[config.mk]
export PLATFORM = sky130hd
export DESIGN_NAME = srw_timer
export DESIGN_NICKNAME = d
export VERILOG_FILES = /design/src/rtl/srw_pkg.sv /design/src/rtl/srw_cfg_shadow.sv /design/src/rtl/srw_tick_ctr.sv /design/src/rtl/srw_timer.sv
export SDC_FILE = /design/constraint.sdc
export NUM_CORES = 1
export LEC_CHECK = 0
export BUFFER_PORTS_ARGS = -buffer_cell sky130_fd_sc_hd__buf_2
export CORE_UTILIZATION = 55
export CTS_BUF_LIST = sky130_fd_sc_hd__clkbuf_16
export DETAILED_ROUTE_END_ITERATION = 6
export PLACE_DENSITY = 0.84
export SLEW_MARGIN = 20
export SYNTH_ARGS = -nofsm -noshare
export SYNTH_HDL_FRONTEND = slang
export SYNTH_SLANG_ARGS = --single-unit
[constraint.sdc]
create_clock -name clk -period 3.45 [get_ports clk]
set_clock_uncertainty 0.2 [all_clocks]
set_input_delay 0.5175 -clock clk [delete_from_list [all_inputs] [get_ports clk]]
set_output_delay 0.5175 -clock clk [all_outputs]
set_load 0.005 [all_outputs]
[src/rtl/srw_pkg.sv]
package srw_pkg;

    // Decision taken by the controller in one clock cycle.
    typedef enum logic [2:0] {
        ACT_IDLE,
        ACT_FORCE,
        ACT_START,
        ACT_WRAP,
        ACT_CLOSE
    } srw_act_e;

    // Registered control outputs of the timer.
    typedef struct packed {
        logic en;
        logic on;
        logic enter;
        logic exit;
    } srw_ctl_t;

endpackage

[src/rtl/srw_cfg_shadow.sv]
module srw_cfg_shadow #(
    parameter int CNT_W = 32
) (
    input  logic             clk,
    input  logic             rst_n,
    input  logic             load,
    input  logic             clear,
    input  logic [CNT_W-1:0] per_in,
    input  logic [CNT_W-1:0] win_in,
    output logic [CNT_W-1:0] per_o,
    output logic [CNT_W-1:0] win_o,
    output logic             err_o
);

    typedef struct packed {
        logic [CNT_W-1:0] per;
        logic [CNT_W-1:0] win;
        logic             err;
    } shadow_t;

    shadow_t sh_d, sh_q;

    always_comb begin
        sh_d = sh_q;
        if (clear) begin
            sh_d = '0;
        end else if (load) begin
            sh_d.per = per_in;
            sh_d.win = win_in;
            // An empty window, or one that fills the period, cannot close.
            sh_d.err = (win_in == '0) || (win_in >= per_in);
        end
    end

    always_ff @(posedge clk or negedge rst_n) begin
        if (!rst_n) sh_q <= '0;
        else        sh_q <= sh_d;
    end

    assign per_o = sh_q.per;
    assign win_o = sh_q.win;
    assign err_o = sh_q.err;

endmodule

[src/rtl/srw_tick_ctr.sv]
module srw_tick_ctr #(
    parameter int CNT_W = 32
) (
    input  logic             clk,
    input  logic             rst_n,
    input  logic             clear,
    input  logic             tick,
    input  logic [CNT_W-1:0] limit,
    input  logic [CNT_W-1:0] win,
    output logic             wrap_o,
    output logic             win_hit_o
);

    typedef struct packed {
        logic [CNT_W-1:0] count;
    } ctr_t;

    ctr_t             ctr_d, ctr_q;
    logic [CNT_W-1:0] nxt;

    always_comb begin
        nxt       = ctr_q.count + 1'b1;
        // A limit of zero wraps on every tick so new settings still load.
        wrap_o    = tick && (nxt >= limit);
        win_hit_o = tick && (nxt == win);
        ctr_d     = ctr_q;
        if (clear || wrap_o) ctr_d.count = '0;
        else if (tick)       ctr_d.count = nxt;
    end

    always_ff @(posedge clk or negedge rst_n) begin
        if (!rst_n) ctr_q <= '0;
        else        ctr_q <= ctr_d;
    end

endmodule

[src/rtl/srw_timer.sv]
module srw_timer
    import srw_pkg::*;
#(
    parameter int CNT_W = 32
) (
    input  logic             clk,
    input  logic             rst_n,
    input  logic             en_i,
    input  logic             tick_i,
    input  logic [CNT_W-1:0] period_i,
    input  logic [CNT_W-1:0] window_i,
    output logic             sr_on_o,
    output logic             sr_enter_o,
    output logic             sr_exit_o,
    output logic             cfg_err_o
);

    srw_ctl_t         ctl_d, ctl_q;
    srw_act_e         act;
    logic             ctr_clear, sh_load, sh_clear;
    logic             wrap, win_hit;
    logic [CNT_W-1:0] per_sh, win_sh;
    logic             err_sh;

    srw_cfg_shadow #(.CNT_W(CNT_W)) u_shadow (
        .clk    (clk),
        .rst_n  (rst_n),
        .load   (sh_load),
        .clear  (sh_clear),
        .per_in (period_i),
        .win_in (window_i),
        .per_o  (per_sh),
        .win_o  (win_sh),
        .err_o  (err_sh)
    );

    srw_tick_ctr #(.CNT_W(CNT_W)) u_ctr (
        .clk       (clk),
        .rst_n     (rst_n),
        .clear     (ctr_clear),
        .tick      (tick_i),
        .limit     (per_sh),
        .win       (win_sh),
        .wrap_o    (wrap),
        .win_hit_o (win_hit)
    );

    always_comb begin
        if (!en_i)                               act = ACT_FORCE;
        else if (!ctl_q.en)                      act = ACT_START;
        else if (wrap)                           act = ACT_WRAP;
        else if (win_hit && !err_sh && ctl_q.on) act = ACT_CLOSE;
        else                                     act = ACT_IDLE;
    end

    always_comb begin
        ctl_d       = ctl_q;
        ctl_d.en    = en_i;
        ctl_d.enter = 1'b0;
        ctl_d.exit  = 1'b0;
        ctr_clear   = 1'b0;
        sh_load     = 1'b0;
        sh_clear    = 1'b0;
        unique case (act)
            ACT_FORCE: begin
                ctl_d.on    = 1'b1;
                ctl_d.enter = !ctl_q.on;
                ctr_clear   = 1'b1;
                sh_clear    = 1'b1;
            end
            ACT_START: begin
                ctl_d.on  = 1'b1;
                ctr_clear = 1'b1;
                sh_load   = 1'b1;
            end
            ACT_WRAP: begin
                ctl_d.on    = 1'b1;
                ctl_d.enter = !ctl_q.on;
                sh_load     = 1'b1;
            end
            ACT_CLOSE: begin
                ctl_d.on   = 1'b0;
                ctl_d.exit = 1'b1;
            end
            default: ;
        endcase
    end

    always_ff @(posedge clk or negedge rst_n) begin
        if (!rst_n) ctl_q <= '{en: 1'b0, on: 1'b1, enter: 1'b0, exit: 1'b0};
        else        ctl_q <= ctl_d;
    end

    assign sr_on_o    = ctl_q.on;
    assign sr_enter_o = ctl_q.enter;
    assign sr_exit_o  = ctl_q.exit;
    assign cfg_err_o  = err_sh;

endmodule

### Word level (Yosys, flattened, before mapping)

Cells that the tools add are included.

* add/sub/neg operators: 1
* magnitude comparators: 2
* equality and inequality tests: 5
* muxes and demuxes: 14
* reductions and logical operators: 16

Operators by type and width (count)
* 65-bit 2-to-1 mux: 2
* 32-bit >= comparator: 2
* 32-bit 2-to-1 mux: 2
* 32-bit by 1-bit adder with 32-bit output, second input constant: 1
* 32-bit equality test: 1
* 32-bit zero test: 1
* 3-bit 2-to-1 mux: 4
* 3-bit by 2-bit equality test with 1-bit output, second input constant: 2
* 2-bit nonzero test: 3
* 2-bit OR reduction: 3
* 1-bit 2-to-1 mux: 5
* 1-bit logical AND: 4
* 3-bit by 1-bit equality test with 1-bit output, second input constant: 1
* 3-bit equality test, second input constant: 1
* 3-bit OR reduction: 1
* 1-bit zero test: 2
* 1-bit logical OR: 2
* 1-bit case mux with 2 select lines: 1

* register bits after elaboration: 101
* input port bits: 68
* output and inout bits: 4
* logic and storage cells: 46

### Longest topological paths before layout

Gate-level depths: netlist of run 1.

* depth in word-level cells: 14
* gate-level depth with buffers: 19
* mapped depth without buffers: 16

### Hierarchy

From an unflattened synthesis of run 1, not the netlist that was laid out.

* cell total of the unflattened synthesis: 869
* area total of the unflattened synthesis: 7768.7 um^2

Modules (own cells, without submodules)
* srw_tick_ctr: times used 1, cells each 523, area each 4147.7 um^2, seq. area each 800.8 um^2
* srw_cfg_shadow: times used 1, cells each 331, area each 3464.6 um^2, seq. area each 1626.6 um^2
* srw_timer: times used 1, cells each 15, area each 156.4 um^2, seq. area each 101.3 um^2

### Least setup slack after synthesis of run 1

Ideal clock, no wire load.

* kind: register to register
* from: reg u_ctr.ctr_q[0] in the netlist's numbering
* to: reg u_shadow.sh_q (netlist bit u_shadow.per_o[0])
* setup time: 79 ps
* arrival: 3530 ps
* required time: 3171 ps
* setup slack: -359 ps
* stages on the path, launching flop included: 19
* buffers on the path: 3
* clock period less this slack: 3809 ps
* cells stage by stage: dfrtp_1 -> ha_1 -> clkbuf_2 -> nand2_1 -> nor4_1 -> nand2_1 -> nor2_1 -> nand3_1 -> xnor2_1 -> ha_1 -> nand3_1 -> o21ai_0 -> o21ai_0 -> o211ai_1 -> o21bai_2 -> o21ai_1 -> buf_4 -> buf_6 -> mux2i_1

* longest elaborated chain between the ends: 13
* elaborated cells between the ends (all ways): 19
* classes of those cells: add/sub: 1; order compare: 1; eq/ne: 4; mux: 7; reduce/logical: 6

Ends and longest elaborated chain
* from (decl): line srw_tick_ctr.sv:18 `ctr_t ctr_d, ctr_q;`
* from (signal assigned): line srw_tick_ctr.sv:33 `else ctr_q <= ctr_d;`
* 32-bit by 1-bit adder with 32-bit output (*): line srw_tick_ctr.sv:22 `nxt = ctr_q.count + 1'b1;`
* parallel branches: the longest is 5 deep, another holds 32-bit >= comparator
* 3-bit 2-to-1 mux (*): line srw_timer.sv:51 `else if (wrap) act = ACT_WRAP;`
* 3-bit 2-to-1 mux (*): line srw_timer.sv:50 `else if (!ctl_q.en) act = ACT_START;`
* 3-bit 2-to-1 mux (*): line srw_timer.sv:49 `if (!en_i) act = ACT_FORCE;`
* 3-bit by 2-bit equality test with 1-bit output: line srw_timer.sv:64 `unique case (act)`
* 2-bit OR reduction (no source line)
* 1-bit 2-to-1 mux: line srw_timer.sv:64
* 2-bit nonzero test (no source line)
* to (signal assigned): line srw_cfg_shadow.sv:36 `if (!rst_n) sh_q <= '0;`
* to (signal assigned): line srw_cfg_shadow.sv:37 `else sh_q <= sh_d;`
* to (decl): line srw_cfg_shadow.sv:21 `shadow_t sh_d, sh_q;`

Mark *: on every way between the ends.
A chain may end at the register's enable or synchronous reset.

### Worst setup path in the final report of run 1

* from: reg u_ctr.ctr_q[17] in the netlist's numbering
* to: reg ctl_q (netlist bit sr_on_o)

* longest elaborated chain between the ends: 12
* elaborated cells between the ends (all ways): 18
* classes of those cells: add/sub: 1; order compare: 1; eq/ne: 5; mux: 5; reduce/logical: 6

Ends and longest elaborated chain
* 32-bit by 1-bit adder with 32-bit output (*): line srw_tick_ctr.sv:22
* parallel branches: the longest is 5 deep, another holds 32-bit >= comparator
* 3-bit 2-to-1 mux (*): line srw_timer.sv:51
* 3-bit 2-to-1 mux (*): line srw_timer.sv:50
* 3-bit 2-to-1 mux (*): line srw_timer.sv:49
* 3-bit by 2-bit equality test with 1-bit output or 3-bit by 1-bit equality test with 1-bit output (tied branches): line srw_timer.sv:64
* 3-bit OR reduction (no source line)
* 1-bit case mux with 2 select lines or 2-bit nonzero test (tied branches)
* to (signal assigned): line srw_timer.sv:90 `if (!rst_n) ctl_q <= '{en: 1'b0, on: 1'b1, enter: 1'b0, exit: 1'b0};`
* to (signal assigned): line srw_timer.sv:91 `else ctl_q <= ctl_d;`
* to (decl): line srw_timer.sv:18 `srw_ctl_t ctl_d, ctl_q;`

Marked as above.

==> results of run 1 <==
logic make-up (layout without fill, tap and decap cells):
family                   Yosys count  count (layout)  synth area share, %
other                              0               1                    0
AO/OA/AOI/OAI                    153             153                 13.8
AND/OR/NAND/NOR                  242             242                 17.0
buffers and inverters            160             333                 9.22
adder cells (fa/ha/maj)           65              65                 10.7
flip-flops                       101             101                 33.3
multiplexers                      68              68                 8.99
XOR/XNOR                          60              60                 7.01
sequential cells by signal, indices dropped and copies added (netlist names):
signal          flops
ctl_q               1
sr_enter_o          1
sr_exit_o           1
sr_on_o             1
u_ctr.ctr_q        32
u_shadow.err_o      1
u_shadow.per_o     32
u_shadow.win_o     32
cell type report:
class	instances	area, µm²
multi-input cells	588	4870
fillers	724	3410
flip-flops and latches	101	2530
repair buffers	204	1580
inverters	114	428
clock buffers	9	225
well taps	176	220
clock inverters	6	86.3
diodes	1	2.50
worst reg2reg max path, delay by kind of cell (launching register included):
| family | cells | cell delay (ns) |
|---|---|---|
| flip-flops | 1 | 0.45 |
| buffers and inverters | 3 | 0.43 |
| AO/OA/AOI/OAI | 4 | 3.43 |
| XOR/XNOR | 1 | 0.15 |
| AND/OR/NAND/NOR | 3 | 0.76 |
per-layer routing:
metal  track usage [%]  wire (µm)
met5                 0          0
met4              28.4       3780
met3              10.7       4890
met1              48.7      10700
met2              63.6      14200
what timing repair did:
item                                    CTS  global route
cloned                                    4             4
buffers inserted                         21            11
endpoints found under the setup margin  100           100
pin swaps                                31            30
hold buffers                              1             0
endpoints found under the hold margin    22             0
gates resized for setup                  63            53
power breakdown:
part | internal (mW) | switching (mW) | total (mW)
Sequential | 1.25 | 0.0576 | 1.31
Combinational | 0.283 | 0.441 | 0.723
Clock | 0.636 | 0.534 | 1.17
worst paths after layout:
kind | startpoint | to | cells past startpoint
min | period_i[14] | u_shadow.per_o[14] | 3
max | u_ctr.ctr_q[17] | sr_on_o | 11
min in group asynchronous | rst_n | u_shadow.per_o[5] | 2
min reg2reg | sr_on_o | sr_enter_o | 1
max in group asynchronous | rst_n | u_ctr.ctr_q[14] | 3
max reg2reg | u_ctr.ctr_q[17] | sr_on_o | 11
layout by cell type (no fill, tap or decap), types with 3 or more instances in the layout:
cell type    n
nand2b_1     6
xor2_1      10
buf_2       70
nand3_2      4
and4_1       5
nor2_1      18
clkbuf_16   12
inv_1      113
o21ai_0     12
dfrtp_1     98
nand2_2      5
nor3b_1      3
nand3_1     12
ha_1        61
nor3_1       7
a21oi_1     14
o22ai_1      5
xnor2_2     11
a21oi_2     22
mux2i_1     63
nor4_4       4
nor4_1      11
nand3_4      3
nand4_1     26
o21a_1       4
a22o_1       9
nand4_4      3
a2111oi_0    3
nor2b_1      7
and3_1       7
buf_12       8
a31oi_1     19
o31a_1       3
xnor2_1     37
buf_6       10
buf_4      110
nor2_2       4
o21ai_1      8
nand2_1     99
a21o_1      17
metrics by stage:
stage	setup WS (ns)	cell area (µm²)
finish	-2.05	9940
global route	-1.72	9940
CTS	-0.255	9660
detailed placement	-0.279	8740
global placement	-0.164	8740
floorplan	0.0210	7670
==> metrics, run 1 <==
failing checks=design-rule violations, max-capacitance violations, max-slew violations, negative setup slack; final WL=approximately 34 mm; vias in the first global route=roughly 8000; Data arrival, critical path=~5.6 ns; Final Wtd Congestion=0.996; path type of the worst min-delay path=input port to flip-flop; Worst-Skew Late Latency=0.37 ns; Worst Tran Pin Value=approximately 3.1 ns; Placed Cells=about 1100; Syn Area/Cell=~9 µm²; Via density=7.15; Slowest-stage cell, CP=a2111oi_0; crit path kind=flip-flop to flip-flop; Seq/Total Area, Yosys=33.3%; Final ANT Viol Nets=0; initial antenna violation count=1; Post-Syn Area=7600 µm²; GRT Residual Overflow=0; DP HPWL=16.4 mm; pwr/cell area=323 nW/µm²; Synth-to-Final Area Change=30.8%; endpoints failing setup=100; Worst EP required=3.54 ns; final hold vios=0; Top cell by count, worst path=buf_4; via count=about 8600; gr usage total=slightly above 40%; Synth top cells by count=inv_1, nand2_1, dfrtp_1; startpoint types=flip-flop; status=finished, violations left; clk slew on worst S/H paths=~0.08 ns; CP top delay family=compound AO/OA/AOI/OAI gates; reg2reg setup slack=-2.05 ns; io pins=72; Ys Warns=0; Max Cap Viol=2; Rows=42; EDFF count, synth=0; core area=around 13000 µm²; clk root buf=clkbuf_16; count of final max-slew check failures=2; post-route setup TNS=-82.12 ns; first drt pass iteration count=7; Die ar.=14300 µm²; H-tree depth=3; Initial Utilization=a little under three fifths; dominant cell type by area after synthesis=dfrtp_1; syn nets=982; Vert. Die Dim=120 µm; Leakage=around 5 nW; Max Clk Rate=182 MHz; RSZ-0062 raised after global routing=true; Core Util, Final=between 70% and 80%; Synth Flop Type=dfrtp_1; CTS Buf Count=9; Synth top area share=32.9%; Critical Path Sink Type=flip-flop; Synth async-reset ratio=100%; Mapped Cells=about 850; Iteration-0 DRC Markers=1592; DRC=7; Netlist cell types=71; most numerous cell in the Yosys netlist=inv_1; worst-path fanout max=4; critical-path cell list=nand4_4 -> buf_6 -> nor4_4 -> and3_4 -> buf_4 -> buf_4 -> xnor2_1 -> o22ai_1 -> a2111oi_0 -> o2111ai_4 -> a2bb2oi_2; die span in x=120 µm; shortest period the worst path allows=about 5.5 ns; CTS tree=yes; Design Power=~3.2 mW; worst stage delay on the critical path=2.45 ns; largest cells by area after synthesis=dfrtp_1, ha_1, mux2i_1, inv_1, xnor2_1; largest net degree at the start of global routing=68; WL per Instance=approximately 28 µm; Hold Slack=roughly 0.18 ns; WP buf/inv=3; Slew HR=-113%; fin cells=between 1000 and 1500; global-route wire length before repair=44.0 mm; layout cells sized above 1=between 30% and 40%; CTS Sinks=101; setup ws final=-2.05 ns; Max clock buf depth=2; maximum VDD drop=0.000287 V; Final nets=between 1000 and 1500; flops & latches, synth=101; IO buf count=71; period utilization=159%
(Power assumes the default switching activity.)
==> run 2, diff against run 1 <==
--- a/config.mk
+++ b/config.mk
@@ -6,10 +6,12 @@
 export NUM_CORES = 1
 export LEC_CHECK = 0
 export BUFFER_PORTS_ARGS = -buffer_cell sky130_fd_sc_hd__buf_2
-export CORE_UTILIZATION = 55
+export CELL_PAD_IN_SITES_DETAIL_PLACEMENT = 0
+export CELL_PAD_IN_SITES_GLOBAL_PLACEMENT = 2
+export CORE_UTILIZATION = 34
 export CTS_BUF_LIST = sky130_fd_sc_hd__clkbuf_16
 export DETAILED_ROUTE_END_ITERATION = 6
-export PLACE_DENSITY = 0.84
+export PLACE_DENSITY = 0.83
 export SLEW_MARGIN = 20
 export SYNTH_ARGS = -nofsm -noshare
 export SYNTH_HDL_FRONTEND = slang
==> run 2 against run 1 <==
Net effect: the run ends with negative setup slack left; wire length down 25%; power down 4.3%; final cell count up 11%; clock power down 4%; non-clock buffer count up 30; global-route usage down 18 points; sequential cell count unchanged; register-to-register slack better by 1.8 ns; critical path type unchanged.
==> metrics, run 2 (same netlist as run 1, synthesis figures left out) <==
most common cell after layout, fill and taps aside=buf_4; DP HPWL=18.1 mm (+10%); Iteration-0 DRC Markers=341 (-79%); DRC=0 (-7); vias in the first global route=6736 (-16%); Critical Path Sink Type=flip-flop; Vert. Die Dim=151 µm (+27%); Worst Tran Pin Value=0.705 ns (-2.40 ns); first drt pass iteration count=5 (-2); Slowest-stage cell, CP=dfrtp_1; Final Wtd Congestion=0.846 (-15%); Max Cap Viol=0 (-2); worst-path fanout max=7 (+3); status=finished, violations left; global-route wire length before repair=38.5 mm (-13%); Max clock buf depth=2 (unchanged); final WL=25.1 mm (-25%); count of final max-slew check failures=0 (-2); Final ANT Viol Nets=0 (unchanged); period utilization=108% (-52 points); pwr/cell area=295 nW/µm² (-8.4%); final hold vios=0 (unchanged); GRT met3 Usage=2.46% (-8.2 points); global-route track usage on met2=36.3% (-27 points); Die ar.=23000 µm² (+61%); core area=21900 µm² (+64%); RSZ-0062 raised after global routing=true; Leakage=5.21 nW (+3.3%); die span in x=151 µm (+27%); gr busiest metal=met2; Rows=54 (+29%); reg2reg setup slack=-0.26 ns (+1.78 ns); startpoint types=flip-flop; shortest period the worst path allows=3.71 ns (-1.78 ns); setup ws final=-0.264 ns (+1.78 ns); path type of the worst min-delay path=input port to flip-flop; GRT met1 Usage=31.2% (-17 points); Slew HR=53.0% (+170 points); failing checks=negative setup slack; CP top delay family=compound AO/OA/AOI/OAI gates; Synth-to-Final Area Change=36.6%; most frequent cells in the layout=buf_4, inv_1, dfrtp_1; IO buf count=71 (unchanged); Data arrival, critical path=3.80 ns (-1.79 ns); Max Clk Rate=269 MHz (+48%); via count=6840 (-20%); largest net degree at the start of global routing=68 (unchanged); Initial Utilization=34.7% (-22 points); Via density=5.14 (-28%); Worst EP required=3.53 ns (about the same); WP buf/inv=3 (unchanged); layout filler cell count=2122 (+190%); CTS Buf Count=9 (unchanged); multi-input logic area=4840 µm² (-0.49%); CTS Sinks=101 (unchanged); H-tree depth=3 (unchanged); Setup Slack @ Placement=-0.587 ns (-0.308 ns); clk root buf=clkbuf_16; Hold Slack=0.194 ns (+0.00971 ns); worst stage delay on the critical path=0.44 ns (-2.01 ns); layout cells sized above 1=31.6% (+0.93 points); WL per Instance=18.8 µm (-33%); Worst-Skew Late Latency=0.36 ns (about the same); flip-flop and latch area=2530 µm² (about the same); critical-path cell list=nand4_1 -> nor3_4 -> buf_6 -> nand2_8 -> xnor2_4 -> ha_1 -> a2111oi_2 -> o21ai_0 -> o21ai_1 -> o211ai_1 -> o21bai_4 -> o21ai_4 -> buf_8 -> buf_12 -> mux2i_1; endpoints failing setup=100 (unchanged); Final nets=1181 (+2.6%); initial antenna violation count=0 (-1); io pins=72 (unchanged); GRT Residual Overflow=0 (unchanged); CTS tree=yes; crit path kind=flip-flop to flip-flop; maximum VDD drop=0.000249 V (-13%); clk slew on worst S/H paths=0.07 ns (about the same); n_diodes=0 (-1); gr usage total=22.5% (-18 points)
## run 2: changes by cell type in the layout (fill, tap and decap cells not counted), sizes merged
| cell | delta |
|---|---|
| clkbuf | -1 |
| inv | -1 |
| diode | -1 |
| buf | +31 |
| clkinvlp | +1 |
## run 2: metrics by stage
stage                     power [mW]  cells  utilization (%)  TNS, ns  cell area, µm²
final                           3.07   1332             47.4   -19.56           10400
after global routing            3.19   1332             47.4   -33.29           10400
after CTS                       3.04   1316             45.8   -13.95           10000
after detailed placement        1.87   1260             40.7   -46.73            8910
after global placement          1.86   1260             40.7   -42.58            8910
after floorplan                 1.65    849                -        0            7670
## run 2: cell type report
cell class                 instances  area share, %
sequential                       101           24.4
inverter                         114           4.12
tap                              280           3.37
multi-input combinational        588           46.7
clock buffer                       9           2.17
timing repair buffer             234           18.5
clock inverter                     6          0.771
## run 2: power breakdown
group / leakage, nW / internal, mW / total [mW] / switching [mW]
clock network: 0.150 / 0.627 / 1.12 / 0.490
registers: 1.33 / 1.25 / 1.30 / 0.0431
logic: 3.73 / 0.293 / 0.652 / 0.359
total: 5.21 / 2.17 / 3.07 / 0.892
## run 2: worst reg2reg max path: stages, from the launching register on
cell and delay (ns):
dfrtp_1 0.44, nand4_1 0.21, nor3_4 0.27, buf_6 0.16
nand2_8 0.07, xnor2_4 0.19, ha_1 0.35, a2111oi_2 0.39
o21ai_0 0.14, o21ai_1 0.13, o211ai_1 0.12, o21bai_4 0.20
o21ai_4 0.22, buf_8 0.19, buf_12 0.16, mux2i_1 0.20
## run 2: timing repair
action | CTS | global route
gates cloned | 7 | 3
hold endpoints to repair | 3 | 0
gates resized for setup | 87 | 47
hold buffers | 1 | 0
buffers inserted | 34 | 18
endpoints found under the setup margin | 100 | 100
pin swaps | 40 | 20
## run 2: final timing paths
check | from | end | depth (start not counted)
worst min register to register | sr_on_o | sr_on_o | 2
max in group asynchronous | rst_n | sr_on_o | 3
min in group asynchronous | rst_n | u_shadow.per_o[6] | 2
worst min-delay path | period_i[3] | u_shadow.per_o[3] | 3
worst max-delay path | u_ctr.ctr_q[7] | u_shadow.win_o[0] | 15
worst max register to register | u_ctr.ctr_q[7] | u_shadow.win_o[0] | 15
## run 2: routing by layer
metal,vias up,routed length [µm]
li1,3361,-
met1,3303,11800
met2,152,11800
met3,24,949
met4,0,560
met5,-,0
==> run 3, diff against run 2 <==
--- a/config.mk
+++ b/config.mk
@@ -5,13 +5,15 @@
 export SDC_FILE = /design/constraint.sdc
 export NUM_CORES = 1
 export LEC_CHECK = 0
+export ABC_AREA = 1
 export BUFFER_PORTS_ARGS = -buffer_cell sky130_fd_sc_hd__buf_2
 export CELL_PAD_IN_SITES_DETAIL_PLACEMENT = 0
 export CELL_PAD_IN_SITES_GLOBAL_PLACEMENT = 2
-export CORE_UTILIZATION = 34
+export CORE_UTILIZATION = 31
 export CTS_BUF_LIST = sky130_fd_sc_hd__clkbuf_16
 export DETAILED_ROUTE_END_ITERATION = 6
-export PLACE_DENSITY = 0.83
+export PLACE_DENSITY = 0.75
+export RECOVER_POWER = 25
 export SLEW_MARGIN = 20
 export SYNTH_ARGS = -nofsm -noshare
 export SYNTH_HDL_FRONTEND = slang
==> run 3 against run 2 <==
Net effect: the run still ends with negative setup slack left; via count up 14%; die area up 11%; largest cell class unchanged; first-iteration DRC count up 41%; critical path type unchanged; clock-buffer cell count unchanged; cell area down 3.4%; global-route usage down 0.87 points.
==> metrics, run 3 <==
status=finished, violations left; failing checks=negative setup slack; Core Util, Final=41.2% (-6.2 points); n_diodes=0 (unchanged); fin cells=1632 (+23%); crit path kind=flip-flop to flip-flop; Adder-Cell Fraction of Synth Area=10.6% (-0.12 points); CTS Sinks=101 (unchanged); final WL=27.7 mm (+11%); count of final max-slew check failures=0 (unchanged); Vert. Die Dim=159 µm (+5.2%); DRC=0 (unchanged); Die ar.=25400 µm² (+11%); Netlist cell types=38 (-46%); Worst Tran Pin Value=1.44 ns (+0.739 ns); clk root buf=clkbuf_16; Synth Area in XOR/XNOR=1.42% (-5.6 points); IO buf count=71 (unchanged); flops & latches, synth=101 (unchanged); Top cell by count, worst path=nand2_2; io pins=72 (unchanged); largest net degree at the start of global routing=69 (+1.5%); DP HPWL=20.7 mm (+14%); CP top delay family=simple AND/OR/NAND/NOR gates; final hold vios=0 (unchanged); CP endpoint=u_shadow.win_o[11]; Slowest-stage cell, CP=dfrtp_1; gr usage total=21.7% (-0.87 points); Synth Flop Type=dfrtp_1; mux contribution to synthesized area=0% (-9.0 points); maximum VDD drop=0.000185 V (-26%); first drt pass iteration count=7 (+2); EDFF count, synth=0 (unchanged); Iteration-0 DRC Markers=482 (+41%); Seq/Total Area, Yosys=32.9% (-0.37 points); R2R Path End=u_shadow.win_o[11]; Worst-Skew Late Latency=0.37 ns (about the same); largest cells by area after synthesis=dfrtp_1, nand2_1, ha_1, nand3_1, inv_1; Final Wtd Congestion=0.850 (+0.39%); WP buf/inv=3 (unchanged); cts hold-fix bufs=0 (-1); most frequent cells in the layout=nand2_1, nand3_1, inv_1; Worst EP required=3.50 ns (-0.03 ns); initial antenna violation count=0 (unchanged); R2R depth=22 (+7); Initial Utilization=31.6% (-3.1 points); Leakage=5.43 nW (+4.2%); GRT Residual Overflow=0 (unchanged); Critical Path Source=u_ctr.ctr_q[1]; syn nets=1269 (+29%); vias in the first global route=7398 (+9.8%); dominant cell type by area after synthesis=dfrtp_1; Synth async-reset ratio=100% (unchanged); clk slew on worst S/H paths=0.08 ns (about the same); Via density=4.76 (-7.2%); global-route wire length before repair=42.2 mm (+9.6%); pwr/cell area=288 nW/µm² (-2.6%); via count=7773 (+14%); Data arrival, critical path=3.51 ns (-0.29 ns); Syn Area/Cell=6.76 µm² (-24%); Synth Area in Simple Gates=41.5% (+24 points); most numerous cell in the Yosys netlist=nand2_1; Max clock buf depth=2 (unchanged); worst-path fanout max=16 (+9); most common cell after layout, fill and taps aside=nand2_1; period utilization=100% (-7.3 points); reg2reg setup slack=-0.01 ns (+0.25 ns); Max Clk Rate=289 MHz (+7.3%); WL per Instance=17.0 µm (-9.7%); Slew HR=3.73% (-49 points); Mapped Cells=1136 (+34%); setup ws final=-0.0105 ns (+0.253 ns); endpoints failing setup=14 (-86%); fraction of the mapped netlist area in compound gates=4.30% (-9.5 points); startpoint types=flip-flop; Max Cap Viol=0 (unchanged); H-tree depth=3 (unchanged); Post-Syn Area=7680 µm² (+1.1%); layout cells sized above 1=22.8% (-8.8 points); path type of the worst min-delay path=input port to flip-flop; Final ANT Viol Nets=0 (unchanged); Synth top cells by count=nand2_1, nand3_1, inv_1; worst stage delay on the critical path=0.36 ns (-0.08 ns); critical-path cell list=ha_2 -> nand2_2 -> nor2_4 -> nand2_4 -> buf_6 -> nor2_4 -> nand2_2 -> nand2_2 -> nand2_4 -> ha_4 -> nand2_2 -> nor2_4 -> nand2_2 -> nor4_4 -> nand4_1 -> nand3_1 -> nand2_2 -> nand2_8 -> inv_8 -> buf_12 -> nand2_1 -> nand2_1; RSZ-0062 raised after global routing=true; CTS Buf Count=9 (unchanged); Design Power=2.89 mW (-5.9%); Final nets=1436 (+22%); shortest period the worst path allows=3.46 ns (-0.253 ns); Synth-to-Final Area Change=30.5%; CTS tree=yes; core area=24300 µm² (+11%); Critical Path Sink Type=flip-flop; Ys Warns=0 (unchanged); Placed Cells=1590 (+26%); RR Startpoint=u_ctr.ctr_q[1]; Synth top area share=32.6% (-0.36 points); Levels on crit path=22 (+7); Rows=57 (+5.6%); Hold Slack=0.190 ns (-0.00312 ns); main combinational cell family by area after synthesis=simple AND/OR/NAND/NOR gates; die span in x=159 µm (+5.2%)
[run 3: where the power goes]
part | switching, mW | internal [mW]
Sequential | 0.0571 | 1.24
Clock | 0.560 | 0.513
Combinational | 0.322 | 0.194
[run 3: logic make-up after synthesis]
group,Yosys count
flops,101
fa+ha+maj,65
simple gates,714
xor+xnor,10
buf+inv,186
compound gates,60
[run 3: repair_timing]
item | in CTS | in global routing
setup endpoints to repair | 64 | 100
gates cloned | 1 | 5
resized for setup | 7 | 81
setup buffers | 2 | 18
pin swaps | 1 | 21
[run 3: tightest hold or removal path, stage by stage]
cell and delay (ns):
buf_2 0.09, nand3_1 0.07, nand2_1 0.05
[run 3: how the worst min path moves through the flow]
stage | slack, ns | cells after the start | start | endpoint
2_1_floorplan | 0.02 | 0 | rst_n | ctl_q[3]
3_3_place_gp | 0.26 | 2 | u_shadow.per_o[4] | u_shadow.per_o[4]
3_5_place_dp | 0.27 | 2 | u_shadow.per_o[28] | u_shadow.per_o[28]
4_1_cts | 0.02 | 1 | rst_n | u_ctr.ctr_q[26]
5_1_grt | 0.20 | 3 | period_i[25] | u_shadow.per_o[25]
6_report | 0.19 | 3 | period_i[25] | u_shadow.per_o[25]
[run 3: metal layers]
metal  vias up  GRT usage, %  wire [µm]
met5         -             0          0
met2       143          33.0      12100
li1       4014             -          -
met4         0          5.73        374
met1      3596          32.9      14500
met3        20          1.41        764
[run 3: area by class of cell]
type | instances | area [µm²]
Sequential cell | 101 | 2530
Multi-Input combinational cell | 849 | 4730
Clock buffer | 9 | 225
Tap cell | 324 | 405
Clock inverter | 7 | 65.1
Inverter | 148 | 568
Timing Repair Buffer | 194 | 1490
Fill cell | 2638 | 14300
[run 3: per-stage QoR]
| step | TNS, ns | instance area [µm²] | worst slack (ns) |
|---|---|---|---|
| floorplan | 0 | 7680 | 0.109 |
| global placement | -0.00984 | 9090 | -0.00745 |
| detailed placement | -0.386 | 9090 | -0.0236 |
| CTS | 0 | 9460 | 0.00615 |
| global route | -10.74 | 10000 | -0.142 |
| finish | -0.0740 | 10000 | -0.0105 |
